--- src/rtl/vft_pkg.sv ---
// Package: shared types for the vertical frame timer.
// Assumes: the three phases fit a 2-bit encoding.
package vft_pkg;
    typedef enum logic [1:0] {
        PH_ACTIVE = 2'd0,
        PH_PORCH  = 2'd1,
        PH_SYNC   = 2'd2
    } vphase_t;
endpackage

--- src/rtl/vft_cfg_latch.sv ---
// Module: holds the frame configuration snapshot.
// Assumes: load is high only on the edge that ends a frame; the snapshot is
// also taken while reset is asserted so the first frame has valid settings.
module vft_cfg_latch #(
    parameter int LINE_W  = 10,
    parameter int PORCH_W = 8,
    parameter int SYNC_W  = 6
) (
    input  logic               clk,
    input  logic               rst_n,
    input  logic               load,
    input  logic               passive_in,
    input  logic [LINE_W-1:0]  lines_in,
    input  logic [PORCH_W-1:0] porch_in,
    input  logic [SYNC_W-1:0]  sync_in,
    output logic               passive_q,
    output logic [LINE_W-1:0]  lines_q,
    output logic [PORCH_W-1:0] porch_q,
    output logic [SYNC_W-1:0]  sync_q
);
    // Purpose: capture the live fields during reset or at a frame boundary.
    always_ff @(posedge clk) begin
        if (!rst_n || load) begin
            passive_q <= passive_in;
            lines_q   <= lines_in;
            porch_q   <= porch_in;
            sync_q    <= sync_in;
        end
    end
endmodule

--- src/rtl/vft_phase_ctrl.sv ---
// Module: phase sequencer and shared line counter.
// Assumes: configuration inputs stay constant within a frame; the counter
// width covers the widest of the three fields.
module vft_phase_ctrl
    import vft_pkg::*;
#(
    parameter int LINE_W  = 10,
    parameter int PORCH_W = 8,
    parameter int SYNC_W  = 6,
    localparam int CNT_W  = (LINE_W > PORCH_W) ?
                            ((LINE_W > SYNC_W) ? LINE_W : SYNC_W) :
                            ((PORCH_W > SYNC_W) ? PORCH_W : SYNC_W)
) (
    input  logic               clk,
    input  logic               rst_n,
    input  logic               line_tick,
    input  logic [LINE_W-1:0]  lines,
    input  logic [PORCH_W-1:0] porch,
    input  logic [SYNC_W-1:0]  sync,
    output vphase_t            phase,
    output logic [CNT_W-1:0]   cnt,
    output logic               wrap
);
    logic [CNT_W-1:0] lines_end;
    logic [CNT_W-1:0] porch_end;
    logic [CNT_W-1:0] sync_end;
    logic             porch_none;
    vphase_t          phase_d;
    logic [CNT_W-1:0] cnt_d;

    // Purpose: widen the fields to counter width and form the terminal counts.
    always_comb begin
        lines_end  = CNT_W'(lines);
        porch_end  = CNT_W'(porch) - CNT_W'(1);
        sync_end   = CNT_W'(sync);
        porch_none = (porch == '0);
    end

    // Purpose: end of frame, i.e. the last sync line closed by a strobe.
    assign wrap = line_tick && (phase == PH_SYNC) && (cnt == sync_end);

    // Purpose: next-state logic for the phase and the counter.
    always_comb begin
        phase_d = phase;
        cnt_d   = cnt;
        if (line_tick) begin
            cnt_d = cnt + CNT_W'(1);
            unique case (phase)
                PH_ACTIVE: if (cnt == lines_end) begin
                    cnt_d   = '0;
                    phase_d = porch_none ? PH_SYNC : PH_PORCH;
                end
                PH_PORCH: if (cnt == porch_end) begin
                    cnt_d   = '0;
                    phase_d = PH_SYNC;
                end
                PH_SYNC: if (cnt == sync_end) begin
                    cnt_d   = '0;
                    phase_d = PH_ACTIVE;
                end
                default: begin
                    cnt_d   = '0;
                    phase_d = PH_ACTIVE;
                end
            endcase
        end
    end

    // Purpose: phase and counter registers.
    always_ff @(posedge clk) begin
        if (!rst_n) begin
            phase <= PH_ACTIVE;
            cnt   <= '0;
        end else begin
            phase <= phase_d;
            cnt   <= cnt_d;
        end
    end
endmodule

--- src/rtl/vft_out_stage.sv ---
// Module: turns phase and counter into the port-level signals.
// Assumes: wrap is a single-cycle pulse from the sequencer.
module vft_out_stage
    import vft_pkg::*;
#(
    parameter int LINE_W = 10,
    parameter int CNT_W  = 10
) (
    input  logic              clk,
    input  logic              rst_n,
    input  logic              wrap,
    input  vphase_t           phase,
    input  logic [CNT_W-1:0]  cnt,
    input  logic              passive,
    output logic              frame_pulse,
    output logic              line_valid,
    output logic [LINE_W-1:0] line_idx,
    output logic              frame_start
);
    // Purpose: decode the phase into the row flag, row index and sync output.
    always_comb begin
        line_valid  = (phase == PH_ACTIVE);
        line_idx    = line_valid ? cnt[LINE_W-1:0] : '0;
        frame_pulse = (phase == PH_SYNC) && !passive;
    end

    // Purpose: one-cycle start marker aligned with entry to row 0.
    always_ff @(posedge clk) begin
        if (!rst_n) frame_start <= 1'b0;
        else        frame_start <= wrap;
    end
endmodule

--- src/rtl/vert_frame_timer.sv ---
// Module: top of the vertical frame timer.
// Assumes: line_tick is one cycle wide and comes from the horizontal unit;
// dual-panel scanning drives both halves at once, so the row field is per half.
module vert_frame_timer
    import vft_pkg::*;
#(
    parameter int LINE_W  = 10,
    parameter int PORCH_W = 8,
    parameter int SYNC_W  = 6,
    localparam int CNT_W  = (LINE_W > PORCH_W) ?
                            ((LINE_W > SYNC_W) ? LINE_W : SYNC_W) :
                            ((PORCH_W > SYNC_W) ? PORCH_W : SYNC_W)
) (
    input  logic               clk,
    input  logic               rst_n,
    input  logic               line_tick,
    input  logic               passive_mode,
    input  logic               dual_panel,
    input  logic [LINE_W-1:0]  cfg_lines,
    input  logic [PORCH_W-1:0] cfg_porch,
    input  logic [SYNC_W-1:0]  cfg_sync,
    output logic               frame_pulse,
    output logic               line_valid,
    output logic [LINE_W-1:0]  line_idx,
    output logic               frame_start
);
    logic               passive_q;
    logic [LINE_W-1:0]  lines_q;
    logic [PORCH_W-1:0] porch_q;
    logic [SYNC_W-1:0]  sync_q;
    vphase_t            phase;
    logic [CNT_W-1:0]   cnt;
    logic               wrap;

    vft_cfg_latch #(.LINE_W(LINE_W), .PORCH_W(PORCH_W), .SYNC_W(SYNC_W)) u_cfg (
        .clk(clk), .rst_n(rst_n), .load(wrap),
        .passive_in(passive_mode), .lines_in(cfg_lines),
        .porch_in(cfg_porch), .sync_in(cfg_sync),
        .passive_q(passive_q), .lines_q(lines_q),
        .porch_q(porch_q), .sync_q(sync_q)
    );

    vft_phase_ctrl #(.LINE_W(LINE_W), .PORCH_W(PORCH_W), .SYNC_W(SYNC_W)) u_seq (
        .clk(clk), .rst_n(rst_n), .line_tick(line_tick),
        .lines(lines_q), .porch(porch_q), .sync(sync_q),
        .phase(phase), .cnt(cnt), .wrap(wrap)
    );

    vft_out_stage #(.LINE_W(LINE_W), .CNT_W(CNT_W)) u_out (
        .clk(clk), .rst_n(rst_n), .wrap(wrap), .phase(phase), .cnt(cnt),
        .passive(passive_q), .frame_pulse(frame_pulse),
        .line_valid(line_valid), .line_idx(line_idx), .frame_start(frame_start)
    );
endmodule

--- config.mk ---
export PLATFORM = sky130hd
export DESIGN_NAME = vert_frame_timer
export DESIGN_NICKNAME = d
export VERILOG_FILES = /design/src/rtl/vft_pkg.sv /design/src/rtl/vft_cfg_latch.sv /design/src/rtl/vft_phase_ctrl.sv /design/src/rtl/vft_out_stage.sv /design/src/rtl/vert_frame_timer.sv
export SDC_FILE = /design/constraint.sdc
export NUM_CORES = 1
export LEC_CHECK = 0
export BUFFER_PORTS_ARGS = -buffer_cell sky130_fd_sc_hd__buf_2
export CELL_PAD_IN_SITES_DETAIL_PLACEMENT = 0
export CELL_PAD_IN_SITES_GLOBAL_PLACEMENT = 2
export CORE_UTILIZATION = 40
export CTS_BUF_LIST = sky130_fd_sc_hd__clkbuf_8
export CTS_CLUSTER_SIZE = 25
export DETAILED_ROUTE_END_ITERATION = 8
export PLACE_DENSITY_LB_ADDON = 0.25
export SLEW_MARGIN = 20
export SYNTH_ARGS = -nofsm -noshare
export SYNTH_HDL_FRONTEND = slang
export SYNTH_HIERARCHICAL = 1
export SYNTH_SLANG_ARGS = --single-unit
--- constraint.sdc ---
create_clock -name clk -period 6.05 [get_ports clk]
set_input_delay 0.605 -clock clk [delete_from_list [all_inputs] [get_ports clk]]
set_output_delay 0.605 -clock clk [all_outputs]
set_load 0.005 [all_outputs]
== Word level (Yosys, flattened, before mapping) ==
Cells that the tools add are included.

* Flip-flop bits (word level): 38
* Input bits: 29
* Output and inout port bits: 13
* Word-level logic and storage cells: 36

* Add/subtract/negate cells: 2
* Equality and inequality tests: 8
* Multiplexer cells: 10
* Reduce and logical (&&, ||, !) cells: 9

{| class="wikitable"
|+ Operators with widths
! operator !! count
|-
| $mux 10 || 4
|-
| $pmux 10 s3 || 1
|-
| $eq 10x10->1 || 2
|-
| $add 10x1->10 const B || 1
|-
| $eq 10x6->1 || 1
|-
| $sub 8x1->9 const B || 1
|-
| $logic_not 8->1 || 1
|-
| $mux 2 || 4
|-
| $pmux 2 s3 || 1
|-
| $ne 2x1->1 const B || 2
|-
| $reduce_and 4->1 || 1
|-
| $logic_and 1x1->1 || 3
|-
| $eq 2x1->1 const B || 1
|-
| $eq 2x2->1 const B || 1
|-
| $logic_not 1->1 || 2
|-
| $logic_not 2->1 || 1
|-
| $ne 2x2->1 const B || 1
|-
| $logic_or 1x1->1 || 1
|}

== Depth between registers and ports, before layout ==
Gate-level depths: netlist (run 1).

* Depth in word-level cells: 4
* Mapped depth: 8
* Depth with buffers taken out: 8

== By module ==
The synthesis (run 1) kept the hierarchy.

{| class="wikitable"
|+ By module, submodules not included
! module !! instances !! cells an instance !! area each (um^2) !! sequential area each (um^2)
|-
| vft_phase_ctrl || 1 || 162 || 1310.0 || 240.2
|-
| vft_cfg_latch || 1 || 26 || 757.0 || 750.7
|-
| vft_out_stage || 1 || 16 || 180.2 || 20.0
|}

== Worst setup path before layout (run 1) ==
No wires, ideal clock.

* Path kind: reg2reg
* Start point: reg u_seq.cnt[9]
* End point: reg u_cfg.lines_q[0], enable pin
* Library setup time: 386 ps
* Data arrival time: 2071 ps
* Required time: 5664 ps
* Setup slack: 3594 ps
* Cell stages (with the launch flop): 7
* Buffers on the path: 1
* Period minus slack after synthesis: 2456 ps
* Cells stage by stage: dfxtp_1 -> buf_4 -> nor4_1 -> nand4_1 -> nor3_1 -> nor3b_1 -> nand2b_1

* Word-level cells in the longest chain between the ends: 3

{| class="wikitable"
|+ Ends and longest elaborated chain
! what !! RTL line !! source
|-
| start, declared || vft_phase_ctrl.sv:21 || <nowiki>output logic [CNT_W-1:0] cnt,</nowiki>
|-
| start signal, assigned || vft_phase_ctrl.sv:76 || <nowiki>cnt <= cnt_d;</nowiki>
|-
| $eq 10x6->1 || vft_phase_ctrl.sv:40 || <nowiki>assign wrap = line_tick && (phase == PH_SYNC) && (cnt == sync_end);</nowiki>
|-
| $logic_and 1x1->1 || vft_phase_ctrl.sv:40 ||
|-
| net wrap || vert_frame_timer.sv:33 || <nowiki>logic wrap;</nowiki>
|-
| $logic_or 1x1->1 || vft_cfg_latch.sv:23 || <nowiki>if (!rst_n || load) begin</nowiki>
|-
| end signal, assigned || vft_cfg_latch.sv:25 || <nowiki>lines_q <= lines_in;</nowiki>
|-
| end, declared || vft_cfg_latch.sv:17 || <nowiki>output logic [LINE_W-1:0] lines_q,</nowiki>
|}

The timed path passes the listed nets, and every way through them passes these cells.
A chain may end at the register's enable or synchronous reset.

== Final worst setup path (run 1) ==
* Start point: reg u_seq.phase[1]
* End point: reg u_cfg.lines_q[5], enable pin

* Word-level cells in the longest chain between the ends: 4

{| class="wikitable"
|+ Ends and longest elaborated chain
! what !! RTL line !! source
|-
| start, declared || vft_phase_ctrl.sv:20 || <nowiki>output vphase_t phase,</nowiki>
|-
| start signal, assigned || vft_phase_ctrl.sv:75 || <nowiki>phase <= phase_d;</nowiki>
|-
| $eq 2x2->1 || vft_phase_ctrl.sv:40 ||
|-
| $logic_and 1x1->1 (2 in a row) || vft_phase_ctrl.sv:40 ||
|-
| net wrap || vert_frame_timer.sv:33 ||
|-
| $logic_or 1x1->1 || vft_cfg_latch.sv:23 ||
|}

The timed path passes the listed nets, and every way through them passes these cells.

==> impl_results.md, run 1 <==
- Setup tns final: 0 ns
- Row cnt: 26
- Area Overhead vs Synth: 13.3%
- FFs w/ async S/R, synth: 0%
- Drt first pass iters: 4
- Leakage: about 0.9 nW
- Gate Count Post-Synth: just over 200
- Chip width: between 70 and 80 um
- Skew-Pair Late Insertion Delay: about 0.3 ns
- Register area share after synthesis: between 40% and 50%
- Pre-CTS setup slack: around 2.7 ns
- Worst Hold Class: in -> reg
- Drt via density: approximately 5
- Detailed Route Iter0 Violations: around 90
- Boundary Pins: 42
- Post-CTS Resized: 0
- CP Max Fanout: 25
- CTS root buf: clkbuf_8
- Multi-input logic area: roughly 1100 um^2
- Clk sinks: 38
- Max Cap Violations: 0
- Fin crit period: 3.02 ns
- Final setup margin: 3.03 ns
- Commonest cells post-synth: edfxtp_1 (25), xnor2_1 (25), dfxtp_1 (13), nand2_1 (13)
- Fillcell total: around 530
- Synth area leader: edfxtp_1
- Area share of the largest cell type after synthesis: about a third
- Synthesized flop and latch total: 38
- Total clock buffers created by CTS: 5
- Setup crit start kind: flip-flop
- Arr. time, crit path: between 2 and 3 ns
- WP data required: roughly 6.0 ns
- Highest Clock Rate: ~0.33 GHz
- Number of remaining DRC errors: 0
- # nets final: 268
- TritonCTS clock tree: built
- Die height: around 77 um
- Clock slew at reported path FFs: around 0.080 ns
- Number of synthesized flops with an enable pin: 25
- Worst-Margin Slew: 1.05 ns
- Core Area: between 5000 and 6000 um^2
- Crit Path Category: reg -> reg
- Post-synthesis cell area: 2250 um^2
- Power Density: 229 nW/um^2
- Max-slew violations: 0
- Initial antenna violation count: 0
- Unrepaired setup endpoints after global routing: false
- All-layer global routing usage: 18.0%
- Via count: 1578
- Initial Util: around 43%
- N_diodes: 0
- Syn Area/Cell: approximately 11 um^2
- Die ar.: between 5000 and 6000 um^2
- Endpoints failing hold: 0
- VDD IR max: roughly 0.16 mV
- Critical Path Sink Type: flip-flop
- Layout cells sized above 1: between 20 and 30%
- Prevailing post-synth register cell: edfxtp_1
- Net Count, Synth: 235
- Wire per inst: roughly 16 um
- Global route total overflow: 0
- First-pass GRT wire length: between 8000 and 9000 um
- Post-CTS Setup Inserts: 0
- Worst rel slew slack: 29.7%
- Placer Congestion: ~0.72
- Vias in the first global route: between 1.5k and 2k
- Layout Skew: 0.00922 ns
- Pin count of the biggest net entering global routing: 26
- Hold_buf cts: 0
- Port buffer count: 40
- Status: finished clean
- Unique cell type count in the Yosys netlist: 50
- Fin crit share: 50.0%
- Yosys Warn Count: 6
- H-tree Lvls: 2
- # setup viols final: 0
- Reg area: 1010 um^2
- Post-route ant nets: 0
- Area contributors post-synth: edfxtp_1 (33%), dfxtp_1 (12%), xnor2_1 (9.7%)
- HPWL Detailed: 3290 um
- Clock Path Buffers: 2
- Final WL: between 4000 and 5000 um
-- stage by stage --
| step | std cells | total power (W) | hold slack (ns) | area (um^2) | util [%] |
|---|---|---|---|---|---|
| 5_1_grt | 308 | 0.000606 | 0.460 | 2550 | 48.3 |
| 6_report | 308 | 0.000583 | 0.471 | 2550 | 48.3 |
| 4_1_cts | 308 | 0.000590 | 0.463 | 2540 | 48.3 |
| 3_3_place_gp | 300 | 0.000369 | 0.632 | 2430 | 46.1 |
| 3_5_place_dp | 300 | 0.000369 | 0.631 | 2430 | 46.1 |
| 2_1_floorplan | 204 | 0.000351 | 0.589 | 2250 | - |
-- worst paths after layout --
path / from / endpoint / slack, ns / cells past startpoint
max: u_seq/phase[1] / u_cfg/lines_q[5] / 3.03 / 4
min: cfg_porch[6] / u_cfg/porch_q[6] / 0.47 / 1
max reg2reg: u_seq/phase[1] / u_cfg/lines_q[5] / 3.03 / 4
min reg2reg: u_seq/cnt[4] / u_seq/cnt[4] / 0.64 / 2
-- kinds of logic (layout without fill, tap and decap cells) --
logic type	after synthesis	after routing	share of synthesized area, %
simple gates	81	81	24.9
flops	38	38	45.0
fa+ha+maj	2	2	1.11
xor+xnor	28	28	11.7
compound gates	35	35	11.5
buf+inv	20	54	5.68
-- state kept, by name, indices dropped and copies added, names as in the netlist --
| signal | flops |
|---|---|
| u_cfg/porch_q | 8 |
| u_out/frame_start | 1 |
| u_cfg/lines_q | 10 |
| u_seq/phase | 2 |
| u_seq/cnt | 10 |
| u_cfg/passive_q | 1 |
| u_cfg/sync_q | 6 |
-- where the power goes --
part / leakage (nW) / switching [W] / internal, W
clock network: 0.0504 / 0.0000970 / 0.000123
registers: 0.350 / 0.0000147 / 0.000293
logic: 0.524 / 0.0000267 / 0.0000284
-- layer usage --
layer	routed length, um	global-route usage [%]	up-vias
met4	66	6.54	0
met2	2120	28.1	36
li1	-	-	810
met5	0	0	-
met3	229	3.81	7
met1	2370	24.5	725
-- layout by cell type, fill, tap and decap left out, types with 10 or more instances in the layout --
| cell type | netlist | routed |
|---|---|---|
| nor3b_2 | 10 | 10 |
| nor2_1 | 11 | 11 |
| xnor2_1 | 25 | 25 |
| a21oi_1 | 10 | 10 |
| buf_2 | 5 | 40 |
| dfxtp_1 | 13 | 13 |
| nand3_1 | 11 | 11 |
| edfxtp_1 | 25 | 25 |
| nand2_1 | 13 | 13 |
-- cell type report --
type                    instances  share of cell area, %
multi-input cells             146                   43.6
well taps                      70                   3.44
flip-flops and latches         38                   39.7
clock buffers                   5                   2.70
inverters                       6                  0.885
clock inverters                 3                   1.77
repair buffers                 40                   7.86
-- worst max-delay path, stage by stage, from the launching register on --
cell	delay, ns
dfxtp_1	0.79
clkinv_1	0.44
nor3_1	0.56
nor3b_1	0.29
nand2b_2	0.55
(Power assumes the default switching activity.)
==> run 2, diff against run 1 <==
--- a/config.mk
+++ b/config.mk
@@ -8,7 +8,7 @@
 export BUFFER_PORTS_ARGS = -buffer_cell sky130_fd_sc_hd__buf_2
 export CELL_PAD_IN_SITES_DETAIL_PLACEMENT = 0
 export CELL_PAD_IN_SITES_GLOBAL_PLACEMENT = 2
-export CORE_UTILIZATION = 40
+export CORE_UTILIZATION = 37
 export CTS_BUF_LIST = sky130_fd_sc_hd__clkbuf_8
 export CTS_CLUSTER_SIZE = 25
 export DETAILED_ROUTE_END_ITERATION = 8
==> constraint.sdc (replaced) <==
create_clock -name clk -period 3.1 [get_ports clk]
set_input_delay 0.31 -clock clk [delete_from_list [all_inputs] [get_ports clk]]
set_output_delay 0.31 -clock clk [all_outputs]
set_load 0.005 [all_outputs]
==> run 2 against run 1 <==
Effect of this change: final area rose by 2.6%; count of clock-buffer cells in the layout did not move; via count rose by 3.4%; sequential share of layout area down 1.0 points; combinational power up 110%; critical path type unchanged; critical endpoint is now u_cfg/lines_q[4].
==> impl_results.md, run 2 (synthesis results as in run 1) <==
- P_sw: between 0.0002 and 0.0003 W
- Fin crit share: around four fifths
- Placer Congestion: approximately 0.8
- Power Density: 432 nW/um^2
- Worst Hold Path Cells: 1
- Row cnt: 28
- H-tree Lvls: 2
- # nets final: about 280
- Clk sinks: 38
- Post-route ant nets: 0
- Total power draw: between 0.001 and 0.0015 W
- HPWL Detailed: about 3500 um
- Pin count of the biggest net entering global routing: 16
- Post-CTS Resized: 0
- Critical Path Sink Type: flip-flop
- Total clock buffers created by CTS: 5
- Final WL: between 4000 and 5000 um
- All-layer global routing usage: between 10% and 20%
- Drt via density: ~5.1
- Hold_buf cts: 0
- Skew-Pair Late Insertion Delay: roughly 0.29 ns
- Layout cells sized above 1: 31.6%
- R2R cell count: 6
- Met2 wire length: between 2000 and 2500 um
- Via count: 1632
- CTS root buf: clkbuf_8
- # setup viols final: 0
- Clock Path Buffers: 2
- Unrepaired setup endpoints after global routing: false
- Setup tns final: 0 ns
- Layout Skew: ~0.0040 ns
- Largest registers: u_cfg/lines_q x10, u_seq/cnt x10, u_cfg/porch_q x8
- Global route total overflow: 0
- Die ar.: about 6400 um^2
- Chip width: around 80 um
- Worst-Margin Slew: ~0.73 ns
- Highest Clock Rate: between 0.4 and 0.5 GHz
- Clock power share: a little under two fifths
- Highest routed layer: met4
- Die height: ~80 um
- Most frequent cells in the layout: buf_2 (40), edfxtp_1 (25), xnor2_1 (25), dfxtp_1 (13), nand2_1 (13)
- WP data required: just over 3 ns
- Gate power share: around a tenth
- Setup crit start kind: flip-flop
- Initial antenna violation count: 0
- Detailed Route Iter0 Violations: 116
- N_diodes: 0
- Final Util: around 44%
- CP Max Fanout: 15
- VDD IR max: approximately 0.28 mV
- Arr. time, crit path: 2.41 ns
- M1 WL: 2510 um
- Leakage: just under 1 nW
- Boundary Pins: 42
- Number of remaining DRC errors: 0
- Port buffer count: 40
- Worst rel slew slack: between 50% and 60%
- Clock slew at reported path FFs: 0.08 ns
- Initial Util: 38.2%
- Vias in the first global route: roughly 1.6k
- Internal power: 0.000868 W
- Post-CTS Setup Inserts: 0
- Status: finished clean
- Max Cap Violations: 0
- Wire per inst: 15.5 um
- Seq pwr share: 53.1%
- Crit Path Category: reg -> reg
- Met3 Wirelength: approximately 240 um
- Leading cell type in the layout, fill and taps excluded: buf_2
- Endpoints failing hold: 0
- First-pass GRT wire length: 8350 um
- Worst Hold Class: in -> reg
- Drt first pass iters: 4
- Max-slew violations: 0
- Fin crit period: 2.42 ns
- Core Area: between 5000 and 6000 um^2
- Sw Ratio: 23.0%
- TritonCTS clock tree: built
- Area Overhead vs Synth: 16.3%
run 2: worst paths after layout:
kind | start | to | slack [ns]
min reg2reg | u_seq/cnt[1] | u_seq/cnt[1] | 0.60
max reg2reg | u_seq/cnt[7] | u_cfg/lines_q[4] | 0.68
min | cfg_porch[2] | u_cfg/porch_q[2] | 0.19
max | u_seq/cnt[7] | u_cfg/lines_q[4] | 0.68
run 2: cell type report:
cell class / count / area [um^2]
Clock buffer: 5 / 68.8
Clock inverter: 3 / 40.0
Fill cell: 577 / 3270
Inverter: 6 / 22.5
Multi-Input combinational cell: 146 / 1110
Sequential cell: 38 / 1010
Tap cell: 75 / 93.8
Timing Repair Buffer: 49 / 268
run 2: power groups by stage:
stage                     sequential, W  combinational, W  clock (W)
after detailed placement       0.000611          0.000115          0
after CTS                      0.000599          0.000115   0.000425
after floorplan                0.000602         0.0000820          0
after global placement         0.000610          0.000115          0
final                          0.000599          0.000115   0.000414
after global routing           0.000603          0.000130   0.000451
run 2: per-stage QoR:
| stage | hold WS [ns] | setup slack (ns) | cells | instance area (um^2) |
|---|---|---|---|---|
| floorplan | 0.409 | 0.644 | 204 | 2250 |
| detailed placement | 0.488 | 0.744 | 314 | 2500 |
| global route | 0.166 | 0.455 | 322 | 2610 |
| finish | 0.188 | 0.677 | 322 | 2610 |
| global placement | 0.487 | 0.691 | 314 | 2500 |
| CTS | 0.178 | 0.713 | 322 | 2610 |
run 2: routing by layer:
metal,global-route usage [%],vias up
li1,-,827
met1,24.1,752
met2,27.4,47
met3,4.69,6
met4,6.43,0
met5,0,-
run 2: critical path, stage by stage, from the launching register on:
cell	delay, ns
dfxtp_1	0.49
nor4_1	0.33
nand4_1	0.16
nor3_1	0.41
nor3b_1	0.29
nand2b_1	0.20
buf_4	0.24
==> run 3, diff against run 2 <==
--- a/config.mk
+++ b/config.mk
@@ -5,10 +5,11 @@
 export SDC_FILE = /design/constraint.sdc
 export NUM_CORES = 1
 export LEC_CHECK = 0
+export ABC_AREA = 1
 export BUFFER_PORTS_ARGS = -buffer_cell sky130_fd_sc_hd__buf_2
 export CELL_PAD_IN_SITES_DETAIL_PLACEMENT = 0
 export CELL_PAD_IN_SITES_GLOBAL_PLACEMENT = 2
-export CORE_UTILIZATION = 37
+export CORE_UTILIZATION = 33
 export CTS_BUF_LIST = sky130_fd_sc_hd__clkbuf_8
 export CTS_CLUSTER_SIZE = 25
 export DETAILED_ROUTE_END_ITERATION = 8
==> constraint.sdc (replaced) <==
create_clock -name clk -period 2.36 [get_ports clk]
set_input_delay 0.236 -clock clk [delete_from_list [all_inputs] [get_ports clk]]
set_output_delay 0.236 -clock clk [all_outputs]
set_load 0.005 [all_outputs]
==> run 3 against run 2 <==
Effect of this change: count of clock-buffer cells in the layout stayed put; maximum frequency rose by 27%; critical path depth rose by 3; via count up 8.5%; first-iteration DRC count fell by 63%; die area increased by 8.5%; sequential share of layout area decreased by 0.055 points; clock skew up 0.0056 ns; critical path type unchanged; total power up 37%; routed wire length down 7.7%.
==> impl_results.md, run 3 <==
- First-pass GRT wire length: around 7600 um
- Die height: about 83 um
- Global route total overflow: 0
- Crit Path Category: reg -> reg
- CTS root buf: clkbuf_8
- Pin count of the biggest net entering global routing: 26
- Setup crit start kind: flip-flop
- Leakage: between 1 and 1.5 nW
- Max-slew violations: 0
- Highest Clock Rate: 0.525 GHz
- N_diodes: 0
- Power Density: about 590 nW/um^2
- Clock Path Buffers: 2
- Final Util: 41.2%
- Via count: between 1.5k and 2k
- Fin crit share: between 80 and 90%
- Largest registers: u_cfg/lines_q x10, u_seq/cnt x10, u_cfg/porch_q x8
- R2R cell count: 9
- Commonest cells post-synth: nand2_1 (60), inv_1 (34), nor2_1 (29)
- WP data required: 2.35 ns
- Yosys Warn Count: 6
- FFs w/ async S/R, synth: 0%
- Drt first pass iters: 4
- Wire per inst: approximately 12 um
- Initial Util: between 30 and 40%
- Most frequent cell after synthesis: nand2_1
- Final WL: about 4600 um
- Worst-Margin Slew: between 0.4 and 0.5 ns
- Layout Skew: about 0.0096 ns
- Post-CTS Setup Inserts: 0
- Fin crit period: between 1.5 and 2 ns
- All-layer global routing usage: between 10% and 20%
- Layout cells sized above 1: 27.0%
- Skew-Pair Late Insertion Delay: approximately 0.29 ns
- Worst rel slew slack: about 72%
- Prevailing post-synth register cell: edfxtp_1
- TritonCTS clock tree: built
- Post-route ant nets: 0
- Unique cell type count in the Yosys netlist: 32
- Post-synthesis cell area: between 2000 and 2500 um^2
- Net Count, Synth: approximately 300
- Register area share after synthesis: a little under half
- Hold Slack: approximately 0.12 ns
- Vias in the first global route: 1530
- Boundary Pins: between 40 and 50
- Endpoints failing hold: 0
- Clk sinks: 38
- Unrepaired setup endpoints after global routing: false
- Port buffer count: 40
- Post-CTS Resized: 0
- Row cnt: 29
- Number of remaining DRC errors: 0
- Hold_buf cts: 0
- Syn Area/Cell: just over 8 um^2
- VDD IR max: 0.388 mV
- Worst Hold Class: in -> reg
- Die ar.: 6930 um^2
- Arr. time, crit path: approximately 1.9 ns
- Critical Path Sink Type: flip-flop
- Clock slew at reported path FFs: approximately 0.080 ns
- Area Overhead vs Synth: 20.0%
- Leading cell type in the layout, fill and taps excluded: nand2_1
- Drt via density: 4.52
- HPWL Detailed: 3560 um
- Most frequent cells in the layout: nand2_1 (60), buf_2 (40), inv_1 (34), nor2_1 (29), edfxtp_1 (25)
- Area share of the largest cell type after synthesis: about 34%
- # nets final: about 350
- Number of synthesized flops with an enable pin: 25
- Area contributors post-synth: edfxtp_1 (34%), dfxtp_1 (12%), nand2_1 (10%)
- Placer Congestion: between 0.7 and 0.8
- Status: finished clean
- Synth area leader: edfxtp_1
- Max Cap Violations: 0
- Total clock buffers created by CTS: 5
- Synthesized flop and latch total: 38
- Gate Count Post-Synth: 268
- H-tree Lvls: 2
- Detailed Route Iter0 Violations: 43
- Initial antenna violation count: 0
- Worst Hold Path Cells: 1
- Chip width: roughly 83 um
- Setup tns final: 0 ns
- CP Max Fanout: 25
- # setup viols final: 0
- Core Area: 6350 um^2
[run 3: cell types whose count changed in the layout (fill, tap and decap cells not counted), sizes merged, moves of 6 or more]
cell   delta
and2      -6
inv      +38
nand2    +53
nand3    +10
nor2     +35
nor3b    -14
xnor2    -21
xor2      +6
[run 3: critical path, stage by stage, from the launching register on]
cell and delay [ns]:
dfxtp_1 0.50, inv_2 0.10, nand2_1 0.07, o21ai_1 0.06, nor2_1 0.09, nand2_1 0.09
nor4_1 0.31, inv_1 0.08, nand2_1 0.11, buf_12 0.18
[run 3: layout make-up]
cell class / count / area [um^2]
clock buffer: 5 / 68.8
inverter: 42 / 158
fill: 650 / 3730
multi-input combinational: 183 / 976
timing repair buffer: 44 / 243
clock inverter: 3 / 63.8
tap: 77 / 96.3
sequential: 38 / 1010
[run 3: routing by layer]
| metal | up-vias | track usage, % | part of all wire (%) |
|---|---|---|---|
| li1 | 949 | - | - |
| met1 | 772 | 18.5 | 46 |
| met2 | 43 | 23.9 | 47 |
| met3 | 6 | 3.08 | 4.9 |
| met4 | 0 | 5.17 | 1.4 |
| met5 | - | 0 | 0 |
[run 3: metrics by stage]
stage | cells | worst slack [ns] | power (W) | instance area [um^2]
6_report | 392 | 0.454 | 0.00155 | 2620
5_1_grt | 392 | 0.186 | 0.00162 | 2620
4_1_cts | 392 | 0.430 | 0.00157 | 2620
3_5_place_dp | 384 | 0.441 | 0.000908 | 2480
3_3_place_gp | 384 | 0.455 | 0.000906 | 2480
2_1_floorplan | 268 | 0.346 | 0.000854 | 2180
[run 3: cell families (layout without fill, tap and decap cells)]
family / Yosys count / count (layout) / synth area share [%]
AND/OR/NAND/NOR: 140 / 140 / 30.5
buffers and inverters: 47 / 94 / 8.84
flip-flops: 38 / 38 / 46.4
adder cells (fa/ha/maj): 2 / 2 / 1.15
AO/OA/AOI/OAI: 27 / 27 / 6.89
XOR/XNOR: 14 / 14 / 6.26
[run 3: power breakdown]
group,switching [W],total [W],internal [W]
combinational,0.0000716,0.000130,0.0000580
sequential,0.0000212,0.000761,0.000740
clock,0.000236,0.000655,0.000418
[run 3: path summary, 6_finish.rpt]
check	from	to	slack, ns
max	u_seq/cnt[1]	u_cfg/porch_q[7]	0.45
min	cfg_lines[8]	u_cfg/lines_q[8]	0.12
max reg2reg	u_seq/cnt[1]	u_cfg/porch_q[7]	0.45
min reg2reg	u_seq/cnt[8]	u_seq/cnt[8]	0.53
